$ cat config.mk
export PLATFORM = sky130hd
export DESIGN_NAME = grp_irq_ctrl
export DESIGN_NICKNAME = d
export VERILOG_FILES = /design/src/rtl/gpic_pkg.sv /design/src/rtl/gpic_group.sv /design/src/rtl/gpic_arbiter.sv /design/src/rtl/grp_irq_ctrl.sv
export SDC_FILE = /design/constraint.sdc
export NUM_CORES = 1
export LEC_CHECK = 0
export BUFFER_PORTS_ARGS = -buffer_cell sky130_fd_sc_hd__buf_2
export CAP_MARGIN = 0
export CORE_MARGIN = 2
export CORE_UTILIZATION = 49
export CTS_CLUSTER_DIAMETER = 60
export CTS_CLUSTER_SIZE = 10
export DETAILED_ROUTE_END_ITERATION = 8
export GPL_ROUTABILITY_DRIVEN = 1
export PLACE_DENSITY_LB_ADDON = 0.08
export SETUP_SLACK_MARGIN = 0.3
export SLEW_MARGIN = 25
export SYNTH_ARGS = -nofsm -noshare
export SYNTH_HDL_FRONTEND = slang
export SYNTH_SLANG_ARGS = --single-unit
$ cat constraint.sdc
create_clock -name clk -period 32.4 [get_ports clk]
set_input_delay 9.72 -clock clk [delete_from_list [all_inputs] [get_ports clk]]
set_output_delay 9.72 -clock clk [all_outputs]
set_load 0.1 [all_outputs]
$ cat src/rtl/gpic_pkg.sv
package gpic_pkg;

  localparam int LVL_W  = 3;
  localparam int FACT_N = 4;

  typedef logic [LVL_W-1:0] lvl_t;

  typedef struct packed {
    logic active;
    lvl_t lvl;
  } grp_stat_t;

endpackage

$ cat src/rtl/gpic_group.sv
module gpic_group
  import gpic_pkg::*;
#(
  parameter int FN       = FACT_N,
  parameter int DW       = 3 * FACT_N + LVL_W + 1,
  parameter bit CLR_MODE = 1'b0
) (
  input  logic          clk,
  input  logic          rst,
  input  logic          wr,
  input  logic [DW-1:0] wdata,
  input  logic [FN-1:0] src,
  output logic [DW-1:0] rdata,
  output grp_stat_t     stat
);

  localparam int REQ_LSB = 0;
  localparam int EN_LSB  = FN;
  localparam int DET_LSB = 2 * FN;
  localparam int LVL_LSB = 3 * FN;

  logic [FN-1:0] req_q, en_q, det, wreq, wen, wdet, req_sw, req_d;
  lvl_t          lvl_q, wlvl;

  assign wreq = wdata[REQ_LSB +: FN];
  assign wen  = wdata[EN_LSB  +: FN];
  assign wdet = wdata[DET_LSB +: FN];
  assign wlvl = wdata[LVL_LSB +: LVL_W];

  generate
    if (CLR_MODE) begin : g_clr
      assign req_sw = wr ? (req_q & ~wdet) : req_q;
    end else begin : g_sel
      assign req_sw = wr ? ((req_q & ~wdet) | (wreq & wdet)) : req_q;
    end
  endgenerate

  assign req_d = req_sw | src;

  always_ff @(posedge clk) begin
    if (rst) begin
      req_q <= '0;
      en_q  <= '0;
      lvl_q <= '0;
    end else begin
      req_q <= req_d;
      if (wr) begin
        en_q  <= wen;
        lvl_q <= wlvl;
      end
    end
  end

  assign det = req_q & en_q;

  always_comb begin
    rdata                    = '0;
    rdata[REQ_LSB +: FN]     = req_q;
    rdata[EN_LSB  +: FN]     = en_q;
    rdata[DET_LSB +: FN]     = det;
    rdata[LVL_LSB +: LVL_W]  = lvl_q;
  end

  assign stat.active = |det;
  assign stat.lvl    = lvl_q;


  reset_clear_chk: assert property (@(posedge clk) disable iff (rst)
    $past(rst) |-> (req_q == '0 && en_q == '0 && lvl_q == '0));

  generate
    for (genvar f = 0; f < FN; f++) begin : g_chk

      pulse_sets_chk: assert property (@(posedge clk) disable iff (rst)
        src[f] |=> req_q[f]);

      nodet_keep_chk: assert property (@(posedge clk) disable iff (rst)
        (wr && !wdet[f] && !src[f]) |=> $stable(req_q[f]));
      if (CLR_MODE) begin : g_c

        w1c_clear_chk: assert property (@(posedge clk) disable iff (rst)
          (wr && wdet[f] && !src[f]) |=> !req_q[f]);
      end else begin : g_s

        det_load_chk: assert property (@(posedge clk) disable iff (rst)
          (wr && wdet[f] && !src[f]) |=> (req_q[f] == $past(wreq[f])));
      end
    end
  endgenerate

endmodule

$ cat src/rtl/gpic_arbiter.sv
module gpic_arbiter
  import gpic_pkg::*;
#(
  parameter int GN = 20,
  parameter int GW = (GN > 1) ? $clog2(GN) : 1
) (
  input  grp_stat_t        stat [GN],
  input  lvl_t             mask,
  output logic             found,
  output logic [GW-1:0]    gidx,
  output lvl_t             glvl
);

  logic [GN-1:0] elig;

  generate
    for (genvar g = 0; g < GN; g++) begin : g_elig
      assign elig[g] = stat[g].active && (stat[g].lvl < mask);
    end
  endgenerate

  // Scan from the top group downward; "<=" lets a lower index displace an
  // equal level, so ties settle on the smallest group number.
  always_comb begin
    found = 1'b0;
    gidx  = '0;
    glvl  = '0;
    for (int g = GN - 1; g >= 0; g--) begin
      if (elig[g] && (!found || stat[g].lvl <= glvl)) begin
        found = 1'b1;
        gidx  = GW'(g);
        glvl  = stat[g].lvl;
      end
    end
  end

endmodule

$ cat src/rtl/grp_irq_ctrl.sv
module grp_irq_ctrl
  import gpic_pkg::*;
#(
  parameter int          GROUP_N       = 20,
  parameter logic [19:0] GROUP_PRESENT = 20'hFFFFD,
  parameter int          GIDX_W        = $clog2(GROUP_N),
  parameter int          SRC_W         = GROUP_N * FACT_N,
  parameter int          DATA_W        = 3 * FACT_N + LVL_W + 1
) (
  input  logic              clk,
  input  logic              rst,
  input  logic [SRC_W-1:0]  src_pulse,
  input  logic [LVL_W-1:0]  cpu_mask,
  input  logic [GIDX_W-1:0] reg_sel,
  input  logic              wr_en,
  input  logic [DATA_W-1:0] wr_data,
  output logic [DATA_W-1:0] rd_data,
  output logic              irq,
  output logic [GIDX_W-1:0] acc_group,
  output logic [LVL_W-1:0]  acc_level
);

  grp_stat_t         stat   [GROUP_N];
  logic [DATA_W-1:0] rd_arr [GROUP_N];

  generate
    for (genvar g = 0; g < GROUP_N; g++) begin : g_grp
      if (GROUP_PRESENT[g]) begin : g_on
        gpic_group #(
          .FN      (FACT_N),
          .DW      (DATA_W),
          .CLR_MODE(g == 0)
        ) u_grp (
          .clk  (clk),
          .rst  (rst),
          .wr   (wr_en && (reg_sel == GIDX_W'(g))),
          .wdata(wr_data),
          .src  (src_pulse[g*FACT_N +: FACT_N]),
          .rdata(rd_arr[g]),
          .stat (stat[g])
        );
      end else begin : g_off
        assign rd_arr[g] = '0;
        assign stat[g]   = '0;
      end
    end
  endgenerate

  logic              arb_found;
  logic [GIDX_W-1:0] arb_idx;
  lvl_t              arb_lvl;

  gpic_arbiter #(
    .GN(GROUP_N),
    .GW(GIDX_W)
  ) u_arb (
    .stat (stat),
    .mask (cpu_mask),
    .found(arb_found),
    .gidx (arb_idx),
    .glvl (arb_lvl)
  );

  always_ff @(posedge clk) begin
    if (rst) begin
      irq       <= 1'b0;
      acc_group <= '0;
      acc_level <= '0;
      rd_data   <= '0;
    end else begin
      irq       <= arb_found;
      acc_group <= arb_idx;
      acc_level <= arb_lvl;
      rd_data   <= (int'(reg_sel) < GROUP_N) ? rd_arr[reg_sel] : '0;
    end
  end


  mask_gate_chk: assert property (@(posedge clk) disable iff (rst)
    irq |-> (acc_level < $past(cpu_mask)));

  empty_never_chk: assert property (@(posedge clk) disable iff (rst)
    irq |-> GROUP_PRESENT[acc_group]);

  idle_zero_chk: assert property (@(posedge clk) disable iff (rst)
    !irq |-> (acc_group == '0 && acc_level == '0));

  zero_mask_chk: assert property (@(posedge clk) disable iff (rst)
    ($past(cpu_mask) == '0) |-> !irq);

endmodule

==> impl_metrics.toml <==
[outcome]
status = "complete, but fails checks"
violations = "setup timing"

[worst_setup_path]
crit_path_start_kind = "primary input"
worstPathMaxFanout = 7
path_class = "primary input to register"
crit_slowest_cell = "a222oi_1"
arrival_ns = 33.15
cp_data_required_time_ns = 32.89
cpMostUsedCell = "ha_4"
max_stage_delay_ns = 0.42
cp-end-kind = "register"

[power]
pwr-share-clk_pct = 41.7
p_sw_share_pct = 27.8
cellLeakagePower_uw = 0.00696
ir_drop_mv = 0.0354
combinationalPowerShare_pct = 15.7
p_int_uw = 519
sequentialPowerShare_pct = 42.6
power_density_mw_per_mm2 = 38.8
power.net_switching_uw = 200

[logic_synthesis]
post_synth_num_cell_types = 71
syn-instance-count = 1778
synth.top_cell.area_share_pct = 31.5
avgSynthCellArea_um2 = 8.34
synthArstFlopShare_pct = 0
synth_edf_count = 0
synth_warnings = 0
synth_area_leaders = "dfxtp_1, mux4_2, nand2_1, ha_1, a21oi_1"
synth-seq-cells = 233
synthesis.nets = 1977
synth-seq-area-share_pct = 31.5
synth_largest_area_cell = "dfxtp_1"
synthFlopType = "dfxtp_1"
synthesis.area_mm2 = 0.0148

[grt]
grt_pass1_wl_um = 79200
grt_pass1_vias = 14000
grtUsageTotal_pct = 32.3
antenna_found_initial = 0
grt_max_degree = 138
grt_overflow = 0

[cells_and_area]
drive_above_1_share_pct = 28.0
fillers = 2637
syn2layout_area_growth_pct = 25.0
n_antenna_cell = 0
nets = 2180
design_area_mm2 = 0.0185
final_cells = 2382

[sta]
fmax_ghz = 0.0306
tightestPinTransition_ns = 1.05
skew_ns = 0.0199
max-slew-margin-rel_pct = 29.1
fin_crit_sh_pct = 101
setup_viol = 8
setup_ws_ns = -0.266
setup-tns-final_ns = -1.30
holdWs_ns = 0.453
fin_crit_ns = 32.67
finalHoldViolations = 0
grt_setup_unrepaired = "yes"
drv_slew = 0

[routing]
wirelength_um = 52000
drc = 0
dr.pass1.iters = 7
drt-wirelength-per-cell_um = 21.8
ant_nets = 0
num_vias = 14800
via_per_inst = 6.22
drt_iter0_drc = 1408

[clock_tree]
clock_sinks = 233
clkSlewWorstSetupHoldPaths_ns = 0.06
cts-root-buf = "clkbuf_16"
cts_buffers = 31
cts_tree = "built"
clk_latency_ns = 0.55
cts-htree-levels = 1
ctsHoldBuffers = 0
clockBufferDepth = 3

[placement]
place_area_mm2 = 0.0166
hpwl_um = 37200
gp_congestion = 0.954
dpl.cell_count = 2283
port_buffers = 125

[floorplanning]
chipWidth_um = 178
num_rows = 63
pin_count = 132
start_util_pct = 49.9
die_area_mm2 = 0.0317
dieHeight_um = 178
core_mm2 = 0.0297

[hold_path]
hold_path_class = "register to register"

[run]
maxCapViolCount = 0
## sequential cells by signal, indices dropped and copies added (netlist names)
| signal | cells |
|---|---|
| g_grp.g_on.u_grp.req_q | 76 |
| rd_data | 15 |
| acc_group | 5 |
| irq | 1 |
| acc_level | 3 |
| g_grp.g_on.u_grp.en_q | 76 |
| g_grp.g_on.u_grp.lvl_q | 57 |
## worst paths after layout
check | startpoint | endpoint | slack [ns] | cells after the start
worst max-delay path | cpu_mask[1] | acc_level[0]$_SDFF_PP0_ | -0.27 | 141
worst max register to register | g_grp[19].g_on.u_grp.lvl_q[1]$_SDFFE_PP0P_ | acc_level[0]$_SDFF_PP0_ | 8.59 | 139
worst min register to register | g_grp[0].g_on.u_grp.lvl_q[0]$_SDFFE_PP0P_ | g_grp[0].g_on.u_grp.lvl_q[0]$_SDFFE_PP0P_ | 0.45 | 2
worst min-delay path | g_grp[0].g_on.u_grp.lvl_q[0]$_SDFFE_PP0P_ | g_grp[0].g_on.u_grp.lvl_q[0]$_SDFFE_PP0P_ | 0.45 | 2
## area by class of cell
cell class                      instances  area (um2)  area share, %
Multi-Input combinational cell       1360       10300           55.4
Sequential cell                       233        4660           25.2
Timing Repair Buffer                  297        2000           10.8
Clock buffer                           37         818           4.42
Tap cell                              390         488           2.63
Inverter                               58         225           1.22
Clock inverter                          7        55.1          0.297
## cell families after synthesis
logic type | count (synthesis) | synth area share, %
compound gates | 521 | 24.1
fa+ha+maj | 92 | 7.77
buf+inv | 185 | 4.81
flops | 233 | 31.5
mux | 122 | 13.9
other cells | 1 | 0.0253
simple gates | 624 | 17.8
## synth_stat cells, types with 5 or more instances
library cell and n:
nand4_1 5, o31ai_1 6, mux4_2 66, a41o_1 5, a31oi_1 26, o21ai_0 49, mux2_2 16, or2_2 5
nor4_1 5, a21oi_1 150, and2_1 6, o21ai_1 8, nand3_1 30, nor3_1 9, mux2i_1 40, clkbuf_1 105
a41oi_1 13, a21o_1 18, nor2b_1 15, a22oi_1 10, ha_1 92, a211oi_1 10, o22ai_1 7, o21a_1 17
nor3b_1 5, dfxtp_1 233, inv_1 58, nand2b_1 24, a22o_1 7, o211ai_1 9, nand2_1 330, buf_1 16
a311oi_1 72, a21boi_0 76, nor2_1 171
## stage by stage
| stage | setup WS (ns) | total power, uW | util [%] |
|---|---|---|---|
| after global routing | -1.55 | 742 | 62.3 |
| after global placement | -0.550 | 410 | 55.7 |
| after detailed placement | -1.06 | 412 | 55.7 |
| final | -0.266 | 719 | 62.3 |
| after floorplan | -0.375 | 379 | - |
| after CTS | -0.00171 | 713 | 59.9 |
## layout by cell type (no fill, tap or decap), types with 19 or more instances in the layout
cell type | Yosys | layout
a31oi_1 | 26 | 23
ha_4 | 0 | 20
a21oi_2 | 3 | 19
mux2i_1 | 40 | 36
nand2b_1 | 24 | 23
a21boi_0 | 76 | 76
clkbuf_16 | 0 | 31
a21oi_1 | 150 | 132
nor2_1 | 171 | 160
mux4_2 | 66 | 66
nand3_1 | 30 | 26
a311oi_1 | 72 | 72
ha_1 | 92 | 68
dfxtp_1 | 233 | 233
nand2_1 | 330 | 328
o21ai_0 | 49 | 35
buf_2 | 3 | 120
inv_1 | 58 | 53
buf_4 | 2 | 166
## layer usage
| metal | routed length, um | track usage (%) | vias to the layer above |
|---|---|---|---|
| met2 | 22700 | 49.0 | 721 |
| met5 | 0 | 0 | - |
| met4 | 2220 | 13.3 | 0 |
| met1 | 23000 | 46.5 | 7082 |
| li1 | - | - | 6904 |
| met3 | 4100 | 3.88 | 117 |
## power by group through the flow
stage | logic (uW) | registers, uW | clock network, uW
floorplan | 63.8 | 315 | 0
global placement | 99.1 | 311 | 0
detailed placement | 101 | 312 | 0
CTS | 104 | 306 | 304
global route | 121 | 307 | 314
finish | 113 | 306 | 300
## worst max-delay path: cells and delay by family
family	cells	cell delay, ns
muxes	5	1.40
adders and majority gates	19	4.92
AOI/OAI and AO/OA	81	12.23
and+or+nand+nor	26	3.65
buffers and inverters	10	1.13
## repair_timing
action                                  CTS  global route
pin swaps                                46            58
gates resized for setup                  31            89
endpoints found under the setup margin    8             8
buffers inserted                         30            23
hold endpoints to repair                  0             0
(Power assumes the default switching activity.)
